[src/rtl/avd_pkg.sv]
package avd_pkg;
  // Width of the per-entry confidence counter
  localparam int CONF_W = 2;
  // Saturation value; an entry at this value is confident
  localparam logic [CONF_W-1:0] CONF_TOP = '1;
endpackage

[src/rtl/avd_delta_filter.sv]
// Forms address minus value and decides whether it can belong to a pointer.
module avd_delta_filter #(
  parameter int ADDR_W  = 32,
  parameter int MAX_AVD = 65536,
  parameter int AVD_W   = 17
) (
  input  logic [ADDR_W-1:0] ea,
  input  logic [ADDR_W-1:0] data,
  output logic              in_range,
  output logic [AVD_W-1:0]  avd
);
  localparam logic signed [ADDR_W-1:0] POS_LIM = ADDR_W'(MAX_AVD);
  localparam logic signed [ADDR_W-1:0] NEG_LIM = -POS_LIM;

  logic [ADDR_W-1:0] delta;

  always_comb begin
    delta    = ea - data;
    in_range = ($signed(delta) < POS_LIM) && ($signed(delta) > NEG_LIM);
    // Lossless truncation: the window fits the narrow signed field
    avd      = delta[AVD_W-1:0];
  end
endmodule

[src/rtl/avd_lru_order.sv]
// Per-set recency ages; age WAYS-1 marks the least recently trained way.
module avd_lru_order #(
  parameter int SETS  = 4,
  parameter int WAYS  = 4,
  parameter int IDX_W = 2,
  parameter int WAY_W = 2
) (
  input  logic             clk,
  input  logic             rst_n,
  input  logic             touch_en,
  input  logic [IDX_W-1:0] touch_set,
  input  logic [WAY_W-1:0] touch_way,
  input  logic [IDX_W-1:0] q_set,
  output logic [WAY_W-1:0] victim_way
);
  logic [WAY_W-1:0] age_q [SETS][WAYS];

  for (genvar s = 0; s < SETS; s++) begin : g_set
    logic             upd;
    logic [WAY_W-1:0] ref_age;
    logic [WAY_W-1:0] age_d [WAYS];

    always_comb begin
      upd     = touch_en && (touch_set == IDX_W'(s));
      ref_age = age_q[s][touch_way];
      for (int v = 0; v < WAYS; v++) begin
        if (WAY_W'(v) == touch_way) begin
          age_d[v] = '0;
        end else if (age_q[s][v] < ref_age) begin
          age_d[v] = age_q[s][v] + 1'b1;
        end else begin
          age_d[v] = age_q[s][v];
        end
      end
    end

    always_ff @(posedge clk or negedge rst_n) begin
      if (!rst_n) begin
        for (int v = 0; v < WAYS; v++) begin
          age_q[s][v] <= WAY_W'(v);
        end
      end else if (upd) begin
        age_q[s] <= age_d;
      end
    end
  end

  always_comb begin
    victim_way = '0;
    for (int v = 0; v < WAYS; v++) begin
      if (age_q[q_set][v] == WAY_W'(WAYS - 1)) begin
        victim_way = WAY_W'(v);
      end
    end
  end
endmodule

[src/rtl/avd_entry_table.sv]
// Tag, delta and confidence storage with a training search port,
// a lookup search port and one write port.
module avd_entry_table #(
  parameter int SETS   = 4,
  parameter int WAYS   = 4,
  parameter int IDX_W  = 2,
  parameter int WAY_W  = 2,
  parameter int TAG_W  = 30,
  parameter int AVD_W  = 17,
  parameter int CONF_W = 2
) (
  input  logic                 clk,
  input  logic                 rst_n,
  // training search
  input  logic [IDX_W-1:0]     tr_set,
  input  logic [TAG_W-1:0]     tr_tag,
  output logic                 tr_hit,
  output logic [WAY_W-1:0]     tr_hit_way,
  output logic [AVD_W-1:0]     tr_avd_old,
  output logic [CONF_W-1:0]    tr_conf_old,
  output logic                 tr_free,
  output logic [WAY_W-1:0]     tr_free_way,
  // lookup search
  input  logic [IDX_W-1:0]     lk_set,
  input  logic [TAG_W-1:0]     lk_tag,
  output logic                 lk_hit,
  output logic [AVD_W-1:0]     lk_avd,
  output logic [CONF_W-1:0]    lk_conf,
  // write
  input  logic                 wr_en,
  input  logic [IDX_W-1:0]     wr_set,
  input  logic [WAY_W-1:0]     wr_way,
  input  logic [TAG_W-1:0]     wr_tag,
  input  logic [AVD_W-1:0]     wr_avd,
  input  logic [CONF_W-1:0]    wr_conf,
  output logic [SETS*WAYS-1:0] valid_flat
);
  logic [WAYS-1:0]   valid_q [SETS];
  logic [TAG_W-1:0]  tag_q   [SETS][WAYS];
  logic [AVD_W-1:0]  avd_q   [SETS][WAYS];
  logic [CONF_W-1:0] conf_q  [SETS][WAYS];

  for (genvar s = 0; s < SETS; s++) begin : g_set
    for (genvar w = 0; w < WAYS; w++) begin : g_way
      logic sel;
      always_comb sel = wr_en && (wr_set == IDX_W'(s)) && (wr_way == WAY_W'(w));

      always_ff @(posedge clk or negedge rst_n) begin
        if (!rst_n) begin
          valid_q[s][w] <= 1'b0;
        end else if (sel) begin
          valid_q[s][w] <= 1'b1;
        end
      end

      always_ff @(posedge clk) begin
        if (sel) begin
          tag_q[s][w]  <= wr_tag;
          avd_q[s][w]  <= wr_avd;
          conf_q[s][w] <= wr_conf;
        end
      end
    end
    assign valid_flat[s*WAYS +: WAYS] = valid_q[s];
  end

  always_comb begin
    tr_hit      = 1'b0;
    tr_hit_way  = '0;
    tr_avd_old  = '0;
    tr_conf_old = '0;
    tr_free     = 1'b0;
    tr_free_way = '0;
    for (int w = 0; w < WAYS; w++) begin
      if (!tr_hit && valid_q[tr_set][w] && (tag_q[tr_set][w] == tr_tag)) begin
        tr_hit      = 1'b1;
        tr_hit_way  = WAY_W'(w);
        tr_avd_old  = avd_q[tr_set][w];
        tr_conf_old = conf_q[tr_set][w];
      end
      if (!tr_free && !valid_q[tr_set][w]) begin
        tr_free     = 1'b1;
        tr_free_way = WAY_W'(w);
      end
    end
  end

  always_comb begin
    lk_hit  = 1'b0;
    lk_avd  = '0;
    lk_conf = '0;
    for (int w = 0; w < WAYS; w++) begin
      if (!lk_hit && valid_q[lk_set][w] && (tag_q[lk_set][w] == lk_tag)) begin
        lk_hit  = 1'b1;
        lk_avd  = avd_q[lk_set][w];
        lk_conf = conf_q[lk_set][w];
      end
    end
  end
endmodule

[src/rtl/avd_predictor.sv]
// Address-value delta predictor top: training update and registered lookup.
module avd_predictor #(
  parameter int PC_W        = 32,
  parameter int ADDR_W      = 32,
  parameter int NUM_ENTRIES = 16,
  parameter int WAYS        = 4,    // power of two, at least 2
  parameter int MAX_AVD     = 65536
) (
  input  logic              clk,
  input  logic              rst_n,
  input  logic              tr_req,
  input  logic [PC_W-1:0]   tr_pc,
  input  logic [ADDR_W-1:0] tr_ea,
  input  logic [ADDR_W-1:0] tr_data,
  input  logic              lk_req,
  input  logic [PC_W-1:0]   lk_pc,
  input  logic [ADDR_W-1:0] lk_ea,
  output logic              pred_valid,
  output logic [ADDR_W-1:0] pred_value
);
  import avd_pkg::*;

  localparam int SETS  = NUM_ENTRIES / WAYS;
  localparam int IDX_W = $clog2(SETS);
  localparam int WAY_W = $clog2(WAYS);
  localparam int TAG_W = PC_W - IDX_W;
  localparam int AVD_W = $clog2(MAX_AVD) + 1;

  // ---------------- reset release synchronizer ----------------
  logic [1:0] rst_pipe_q;
  logic       core_rst_n;

  always_ff @(posedge clk or negedge rst_n) begin
    if (!rst_n) begin
      rst_pipe_q <= 2'b00;
    end else begin
      rst_pipe_q <= {rst_pipe_q[0], 1'b1};
    end
  end
  assign core_rst_n = rst_pipe_q[1];

  // ---------------- index / tag split ----------------
  logic [IDX_W-1:0] tr_set, lk_set;
  logic [TAG_W-1:0] tr_tag, lk_tag;

  assign tr_set = tr_pc[IDX_W-1:0];
  assign tr_tag = tr_pc[PC_W-1:IDX_W];
  assign lk_set = lk_pc[IDX_W-1:0];
  assign lk_tag = lk_pc[PC_W-1:IDX_W];

  // ---------------- delta filter ----------------
  logic             tr_in_range;
  logic [AVD_W-1:0] tr_avd;

  avd_delta_filter #(
    .ADDR_W (ADDR_W),
    .MAX_AVD(MAX_AVD),
    .AVD_W  (AVD_W)
  ) u_filter (
    .ea      (tr_ea),
    .data    (tr_data),
    .in_range(tr_in_range),
    .avd     (tr_avd)
  );

  // ---------------- table ----------------
  logic                 tr_hit, tr_free, lk_hit;
  logic [WAY_W-1:0]     tr_hit_way, tr_free_way, victim_way;
  logic [AVD_W-1:0]     tr_avd_old, lk_avd;
  logic [CONF_W-1:0]    tr_conf_old, lk_conf;
  logic                 wr_en;
  logic [WAY_W-1:0]     wr_way;
  logic [AVD_W-1:0]     wr_avd;
  logic [CONF_W-1:0]    wr_conf;
  logic [NUM_ENTRIES-1:0] valid_flat;

  avd_entry_table #(
    .SETS  (SETS),
    .WAYS  (WAYS),
    .IDX_W (IDX_W),
    .WAY_W (WAY_W),
    .TAG_W (TAG_W),
    .AVD_W (AVD_W),
    .CONF_W(CONF_W)
  ) u_table (
    .clk        (clk),
    .rst_n      (core_rst_n),
    .tr_set     (tr_set),
    .tr_tag     (tr_tag),
    .tr_hit     (tr_hit),
    .tr_hit_way (tr_hit_way),
    .tr_avd_old (tr_avd_old),
    .tr_conf_old(tr_conf_old),
    .tr_free    (tr_free),
    .tr_free_way(tr_free_way),
    .lk_set     (lk_set),
    .lk_tag     (lk_tag),
    .lk_hit     (lk_hit),
    .lk_avd     (lk_avd),
    .lk_conf    (lk_conf),
    .wr_en      (wr_en),
    .wr_set     (tr_set),
    .wr_way     (wr_way),
    .wr_tag     (tr_tag),
    .wr_avd     (wr_avd),
    .wr_conf    (wr_conf),
    .valid_flat (valid_flat)
  );

  // ---------------- replacement order ----------------
  avd_lru_order #(
    .SETS (SETS),
    .WAYS (WAYS),
    .IDX_W(IDX_W),
    .WAY_W(WAY_W)
  ) u_lru (
    .clk       (clk),
    .rst_n     (core_rst_n),
    .touch_en  (wr_en),
    .touch_set (tr_set),
    .touch_way (wr_way),
    .q_set     (tr_set),
    .victim_way(victim_way)
  );

  // ---------------- training next state ----------------
  always_comb begin
    wr_en   = tr_req && tr_in_range;
    wr_way  = tr_free ? tr_free_way : victim_way;
    wr_avd  = tr_avd;
    wr_conf = '0;
    if (tr_hit) begin
      wr_way = tr_hit_way;
      if (tr_avd_old == tr_avd) begin
        wr_avd  = tr_avd_old;
        wr_conf = (tr_conf_old == CONF_TOP) ? CONF_TOP : tr_conf_old + 1'b1;
      end
    end
  end

  // ---------------- lookup result ----------------
  logic              pred_valid_q, pred_valid_d;
  logic [ADDR_W-1:0] pred_value_q, pred_value_d;
  logic              pred_en;

  always_comb begin
    pred_en      = lk_req || pred_valid_q;
    pred_valid_d = lk_req && lk_hit && (lk_conf == CONF_TOP);
    pred_value_d = '0;
    if (pred_valid_d) begin
      pred_value_d = lk_ea - {{(ADDR_W-AVD_W){lk_avd[AVD_W-1]}}, lk_avd};
    end
  end

  always_ff @(posedge clk or negedge core_rst_n) begin
    if (!core_rst_n) begin
      pred_valid_q <= 1'b0;
      pred_value_q <= '0;
    end else if (pred_en) begin
      pred_valid_q <= pred_valid_d;
      pred_value_q <= pred_value_d;
    end
  end

  assign pred_valid = pred_valid_q;
  assign pred_value = pred_value_q;
endmodule

[config.mk]
export PLATFORM = sky130hd
export DESIGN_NAME = avd_predictor
export DESIGN_NICKNAME = d
export VERILOG_FILES = /design/src/rtl/avd_pkg.sv /design/src/rtl/avd_delta_filter.sv /design/src/rtl/avd_lru_order.sv /design/src/rtl/avd_entry_table.sv /design/src/rtl/avd_predictor.sv
export SDC_FILE = /design/constraint.sdc
export NUM_CORES = 2
export LEC_CHECK = 0
export ABC_AREA = 1
export ABC_CLOCK_PERIOD_IN_PS = 3060
export BUFFER_PORTS_ARGS = -buffer_cell sky130_fd_sc_hd__buf_2
export CAP_MARGIN = 20
export CELL_PAD_IN_SITES_DETAIL_PLACEMENT = 0
export CELL_PAD_IN_SITES_GLOBAL_PLACEMENT = 1
export CORE_UTILIZATION = 40
export DETAILED_ROUTE_END_ITERATION = 16
export PLACE_DENSITY = 0.65
export SLEW_MARGIN = 20
export SYNTH_ARGS = -nofsm -noshare
export SYNTH_HDL_FRONTEND = slang
export SYNTH_SLANG_ARGS = --single-unit
[constraint.sdc]
create_clock -name clk -period 3.06 [get_ports clk]
set_input_delay 0.153 -clock clk [delete_from_list [all_inputs] [get_ports clk]]
set_output_delay 0.153 -clock clk [all_outputs]
set_load 0.01 [all_outputs]
# After elaboration in Yosys (flattened, before gate mapping)

Memory sizes are Yosys's and may differ from the RTL's.
Index checks and enable logic that the tools add are counted.
W data, S select, Z words.

Register bits after elaboration: 83
Bits in writable memories: 784
Output and inout port bits: 33
Memories: 3

Memory list:

| name           | words | width | read ports | clocked after memory_dff | write ports | RTL line              | source |
|---|---|---|---|---|---|---|---|
| u_table.tag_q  | 4     | 120   | 2          | 0                        | 1           | avd_entry_table.sv:39 | `logic [TAG_W-1:0] tag_q [SETS][WAYS];` |
| u_table.avd_q  | 4     | 68    | 2          | 0                        | 1           | avd_entry_table.sv:40 | `logic [AVD_W-1:0] avd_q [SETS][WAYS];` |
| u_table.conf_q | 4     | 8     | 2          | 0                        | 1           | avd_entry_table.sv:41 | `logic [CONF_W-1:0] conf_q [SETS][WAYS];` |

Add/sub/neg operators: 19
Magnitude comparators: 21
Equality and inequality tests: 23
Mux-type cells: 157
Bitwise logic cells: 3
Reduce and logical (&&, ||, !) cells: 96

Operators with widths:

| cell                   | number |
|---|---|
| $mux W120              | 3 |
| $reduce_or A120 Y1     | 3 |
| $eq A30 B30 Y1         | 8 |
| $mux W68               | 3 |
| $reduce_or A68 Y1      | 3 |
| $mux W17               | 10 |
| $mux W2                | 68 |
| $sub A32 B32 Y32       | 2 |
| $mux W4                | 13 |
| $mux W1                | 47 |
| $logic_and A1 B1 Y1    | 41 |
| $add A2 B1 Y2 const B  | 17 |
| $gt A32 B17 Y1 const B | 1 |
| $lt A2 B2 Y1           | 16 |
| $lt A32 B18 Y1 const B | 1 |
| $mux W32               | 1 |
| $reduce_and A2 Y1      | 16 |
| $reduce_bool A2 Y1     | 16 |
| $mux W8                | 3 |
| $reduce_or A8 Y1       | 3 |
| $eq A2 B2 Y1 const B   | 9 |
| $eq A17 B17 Y1         | 1 |
| $bmux W2 S2            | 4 |
| $bmux W4 S2            | 2 |
| 10 further kinds       | 28 |

# Depth between registers and ports, before layout

Depth after elaboration: 27
Mapped depth: 38
Depth with buffers taken out: 34

# Hierarchy

A second synthesis with hierarchy kept.

Cells, all modules: 6,628
Area total of the unflattened synthesis: 51,070.2 um^2

By module, submodules not included:

| module           | instances | cells each | area each (um^2) | seq. area each (um^2) |
|---|---|---|---|---|
| avd_entry_table  | 1         | 4,898      | 41,671.2         | 23,943.0 |
| avd_predictor    | 1         | 727        | 4,072.7          | 875.8 |
| avd_delta_filter | 1         | 607        | 2,815.2          | 0.0 |
| avd_lru_order    | 1         | 396        | 2,511.2          | 820.8 |

# Worst setup path before layout

No wires, ideal clock.

Kind: input-to-reg
Start point: input tr_ea[0]
End point: memory u_table.avd_q[3][0] (netlist bit), enable pin
Arrival: 5.080 ns
Data required time: 2.604 ns
Path slack: -2.475 ns
Stages: 21
Path buffers: 0
Cell sequence: inv_1 > ha_1 > inv_1 > fa_1 > nand2_1 > nand2_1 > o21ai_0 > o21ai_1 > nand2_1 > nand2_1 > xor2_1 > nand3_1 > nor2_1 > nand4_1 > nor2_1 > nand4_1 > nand2_1 > nand3_1 > nor2_1 > inv_2 > nor2_1

Elaborated cells on any way between the ends: 57
Those cells by class: 1 x add/sub; 2 x order compare; 32 x mux; 22 x reduce/logical

RTL lines:

| item                                             | RTL line               | source |
|---|---|---|
| from (decl)                                      | avd_predictor.sv:13    | `input logic [ADDR_W-1:0] tr_ea,` |
| $sub A32 B32 Y32 (*)                             | avd_delta_filter.sv:18 | `delta = ea - data;` |
| $lt A32 B18 Y1 or $gt A32 B17 Y1 (tied branches) | avd_delta_filter.sv:19 | `in_range = ($signed(delta) < POS_LIM) && ($signed(delta) > NEG_LIM);` |
| $logic_and A1 B1 Y1 (*)                          | avd_delta_filter.sv:19 |  |
| $logic_and A1 B1 Y1 (*)                          | avd_predictor.sv:128   | `wr_en = tr_req && tr_in_range;` |
| $logic_and A1 B1 Y1 (*) (2 in a row)             | avd_entry_table.sv:46  | `always_comb sel = wr_en && (wr_set == IDX_W'(s)) && (wr_way == WAY_W'(w));` |
| via u_table.g_set[3].g_way[3].sel                | avd_entry_table.sv:45  | `logic sel;` |
| $mux W1 (*)                                      | avd_entry_table.sv:57  | `if (sel) begin` |
| $mux W1 (not written as such) (*)                | avd_entry_table.sv:59  | `avd_q[s][w] <= wr_avd;` |
| $reduce_or A68 Y1 (no line)                      | -                      |  |
| $mux W2 (no line) or $mux W4 (tied branches)     | -                      |  |
| to (decl)                                        | avd_entry_table.sv:40  |  |

Mark *: on every way through the listed nets, which the timed path passes. The rest lies on a longest branch.

==> results.md <==
* Critical Path RT at 3.65 ns
* Post-DR vias/cell at 5.44
* Post-synth EDFFs at 784
* TritonCTS Buffers at 100
* Worst vdd ir at 0.000432 V
* Worst Path Max Fanout at 6
* CTS root buffer: clkbuf_16
* Top-count cell post-synth: nand2_1
* Slowest Stage Delay on Critical Path at 0.38 ns
* DP HPWL at 155,000 um
* Hold_sp: lk_ea[19]
* Number of antenna violations at the first check in global routing at 14
* Sequential share of the synthesized area at 52.8%
* Most common cell on crit path: o21ai_2
* Clk Latency, worst-skew pair at 0.72 ns
* PnR worst setup slack at -1.91 ns
* Net Sw Frac at 30.1%
* Post-synth cell types at 61
* Failing checks: setup timing
* Clock Path Buffers at 3
* Crit end category: flip-flop
* Placer congestion estimate at 1.01
* GR Util met3 at 5.12%
* CP Launch Point: u_table.tag_q[2][104]
* M2 GR Usage at 58.3%
* Clk pin slew, worst setup/hold paths at 0.06 ns
* Clock network fraction of total power at 35.6%
* Ys Warns at 0
* Top cell type's share of synthesized area at 48.5%
* I/O pin total at 197
* CP max-delay cell: edfxtp_1
* Synth-to-layout area growth at 41.1%
* Synthesized netlist net count at 6,096
* Worst setup SP type: flip-flop
* Vias in the first global route at 46,000
* Core ar. at 120,000 um2
* Vias at 48,100
* R2R Setup Slk at -1.91 ns
* IO buf count at 196
* Worst Reg-to-Reg Cells at 32
* Drt initial violations at 4,698
* Fin. Hold Viols at 0
* #FFs+latches synth at 867
* M1 GR Usage at 42.3%
* Pre-CTS WS at -2.95 ns
* Hold Crit Depth at 5
* Slew Limit Fails at 0
* Main flop type after synthesis: edfxtp_1
* Avg Synthesized Cell Area at 8.30 um2
* Area contributors post-synth: edfxtp_1, nand2_1, nand3_1
* H-tree depth at 3
* Hold Path End: pred_value[19]
* Gr ovfl total at 0
* Sequential Power Share at 40.6%
* Combinational share of power at 23.7%
* Number of fill cells at 10,900
* Largest area contributor in the netlist: edfxtp_1
* Ys async rst share at 9.57%
* Final min period at 4.97 ns
* Share of cells above drive strength 1 at 28.5%
* DRC at 0
* Post-Syn Area at 48,600 um2
* GRT Util Overall at 34.7%
* Largest net degree at the start of global routing at 68
* First-pass GRT wire length at 309,000 um
* Relative slew slack at 35.6%
* # clock sinks at 867
* Initial Utilization at 40.4%
* Die width at 350 um
* Synth Instances at 5,851
* Final cycle utilization of the critical path at 162%
* Final setup vio count at 897
* WHS at 0.0231 ns
* Leak Pwr at 30.0 nW
* Max frequency at 0.201 GHz
* Nets at 7,392
* Status: finished with violations
* Unrepaired setup endpoints after global routing: true
* Switching power at 10.1 mW
* Routed WL at 222,000 um
* Pwr/cell area at 491 nW/um2
* CTS tree: built
* Top post-synthesis cells by count: nand2_1, edfxtp_1, nor2_1
* Max-cap violations at 0
* FF-to-FF End: pred_value[26]
* RR Startpoint: u_table.tag_q[2][104]
* ANT nets after route at 0
* Row count at 127
* Crit path kind: reg2reg
* Hold/Removal Path Class: in2reg
* Int Power at 23.5 mW
* Die ar. at 123,000 um2
* Wirelength per Cell at 25.1 um
* Most Crowded Layer GR: met2
* Critical Path AT at 5.56 ns
* Die extent in y at 350 um
* 1st-pass router iterations at 6
* Skew final at 0.0552 ns
* Measured slew at the worst slew-check pin at 0.962 ns
==> repair_timing <==
action / in CTS / in global routing
gates cloned: 9 / 25
endpoints found under the setup margin: 897 / 884
endpoints found under the hold margin: 377 / 0
pin swaps: 144 / 168
resized for setup: 444 / 257
hold buffers: 53 / 0
setup buffers: 76 / 47
==> cell families after synthesis <==
kind of cell    count (synthesis)  share of synthesized area (%)
fa+ha+maj                      81                           2.12
other cells                     1                        0.00772
buf+inv                       633                           5.39
flops                         867                           52.8
compound gates                924                           11.1
simple gates                 3245                           26.8
xor+xnor                      100                           1.80
==> metal layers <==
metal	wire length [um]	vias to the layer above
li1	-	22500
met5	112	-
met1	85300	23000
met4	15800	18
met3	16300	512
met2	105000	2107
==> layout by cell type (no fill, tap or decap), types with 18 or more instances in the layout <==
master	count
a21oi_1	211
buf_6	68
nand3_2	21
o221ai_1	21
ha_1	39
nand2_2	164
nand2_1	2117
nor2_4	42
buf_2	192
nand3_1	368
nand2_4	28
buf_12	137
o211ai_1	18
ha_4	39
nand3b_1	19
dlygate4sd3_1	53
nor2_2	20
clkbuf_1	28
clkbuf_16	122
o21ai_0	265
dfrtp_1	66
edfxtp_1	784
a21oi_2	23
nor2_1	368
clkinv_1	25
inv_1	316
o21ai_2	21
xor2_1	59
o22ai_1	145
o21ai_1	66
buf_4	980
nand4_1	41
xnor2_1	22
==> worst max-delay path by stage <==
stage | to | slack, ns | depth (start not counted)
2_1_floorplan | pred_value[26] | -1.35 | 35
3_3_place_gp | pred_value[26] | -2.96 | 34
3_5_place_dp | pred_value[26] | -2.95 | 35
4_1_cts | pred_value[26] | -1.85 | 33
5_1_grt | pred_value[26] | -2.17 | 33
6_report | pred_value[26] | -1.91 | 32
==> power groups by stage <==
stage               Combinational [mW]  Sequential (mW)  Clock, mW
floorplan                         3.36             13.9          0
global placement                  6.68             13.9          0
detailed placement                6.73             13.9          0
CTS                               7.37             13.7       12.1
global route                      8.64             13.7       12.6
finish                            7.98             13.7       12.0
==> critical path: cells and delay by family (launching register included) <==
kind | cells | cell delay [ns]
simple gates | 13 | 1.64
fa+ha+maj | 2 | 0.56
buf+inv | 5 | 0.49
compound gates | 11 | 1.56
xor+xnor | 1 | 0.17
flops | 1 | 0.38
==> through the flow <==
| stage | util, % | power [mW] | area [um2] | setup TNS (ns) | cells |
|---|---|---|---|---|---|
| CTS | 55.4 | 33.2 | 66600 | -266.91 | 8782 |
| floorplan | - | 17.3 | 49000 | -474.71 | 5851 |
| global placement | 50.2 | 20.6 | 60300 | -1035.63 | 8472 |
| detailed placement | 50.2 | 20.6 | 60300 | -1052.57 | 8472 |
| global route | 57.0 | 34.9 | 68500 | -609.35 | 8844 |
| finish | 57.0 | 33.6 | 68500 | -562.84 | 8844 |
==> sequential cells by signal, summed over array words and instances, names as in the netlist <==
register	flops
u_table.tag_q	480
u_table.avd_q	272
pred_value	32
u_lru.age_q	32
u_table.conf_q	32
u_table.valid_flat	16
rst_pipe_q	2
pred_valid	1
==> area by class of cell <==
class / count / area, um2 / share of cell area (%)
antenna: 2 / 5.00 / 0.00730
clock buffer: 131 / 2650 / 3.87
clock inverter: 54 / 551 / 0.804
inverter: 352 / 1410 / 2.06
multi-input combinational: 4351 / 22800 / 33.3
sequential: 867 / 25600 / 37.4
tap: 1612 / 2020 / 2.94
timing repair buffer: 1474 / 13400 / 19.6
timing repair inverter: 1 / 8.76 / 0.0128
Power figures use the tool's default switching activity.
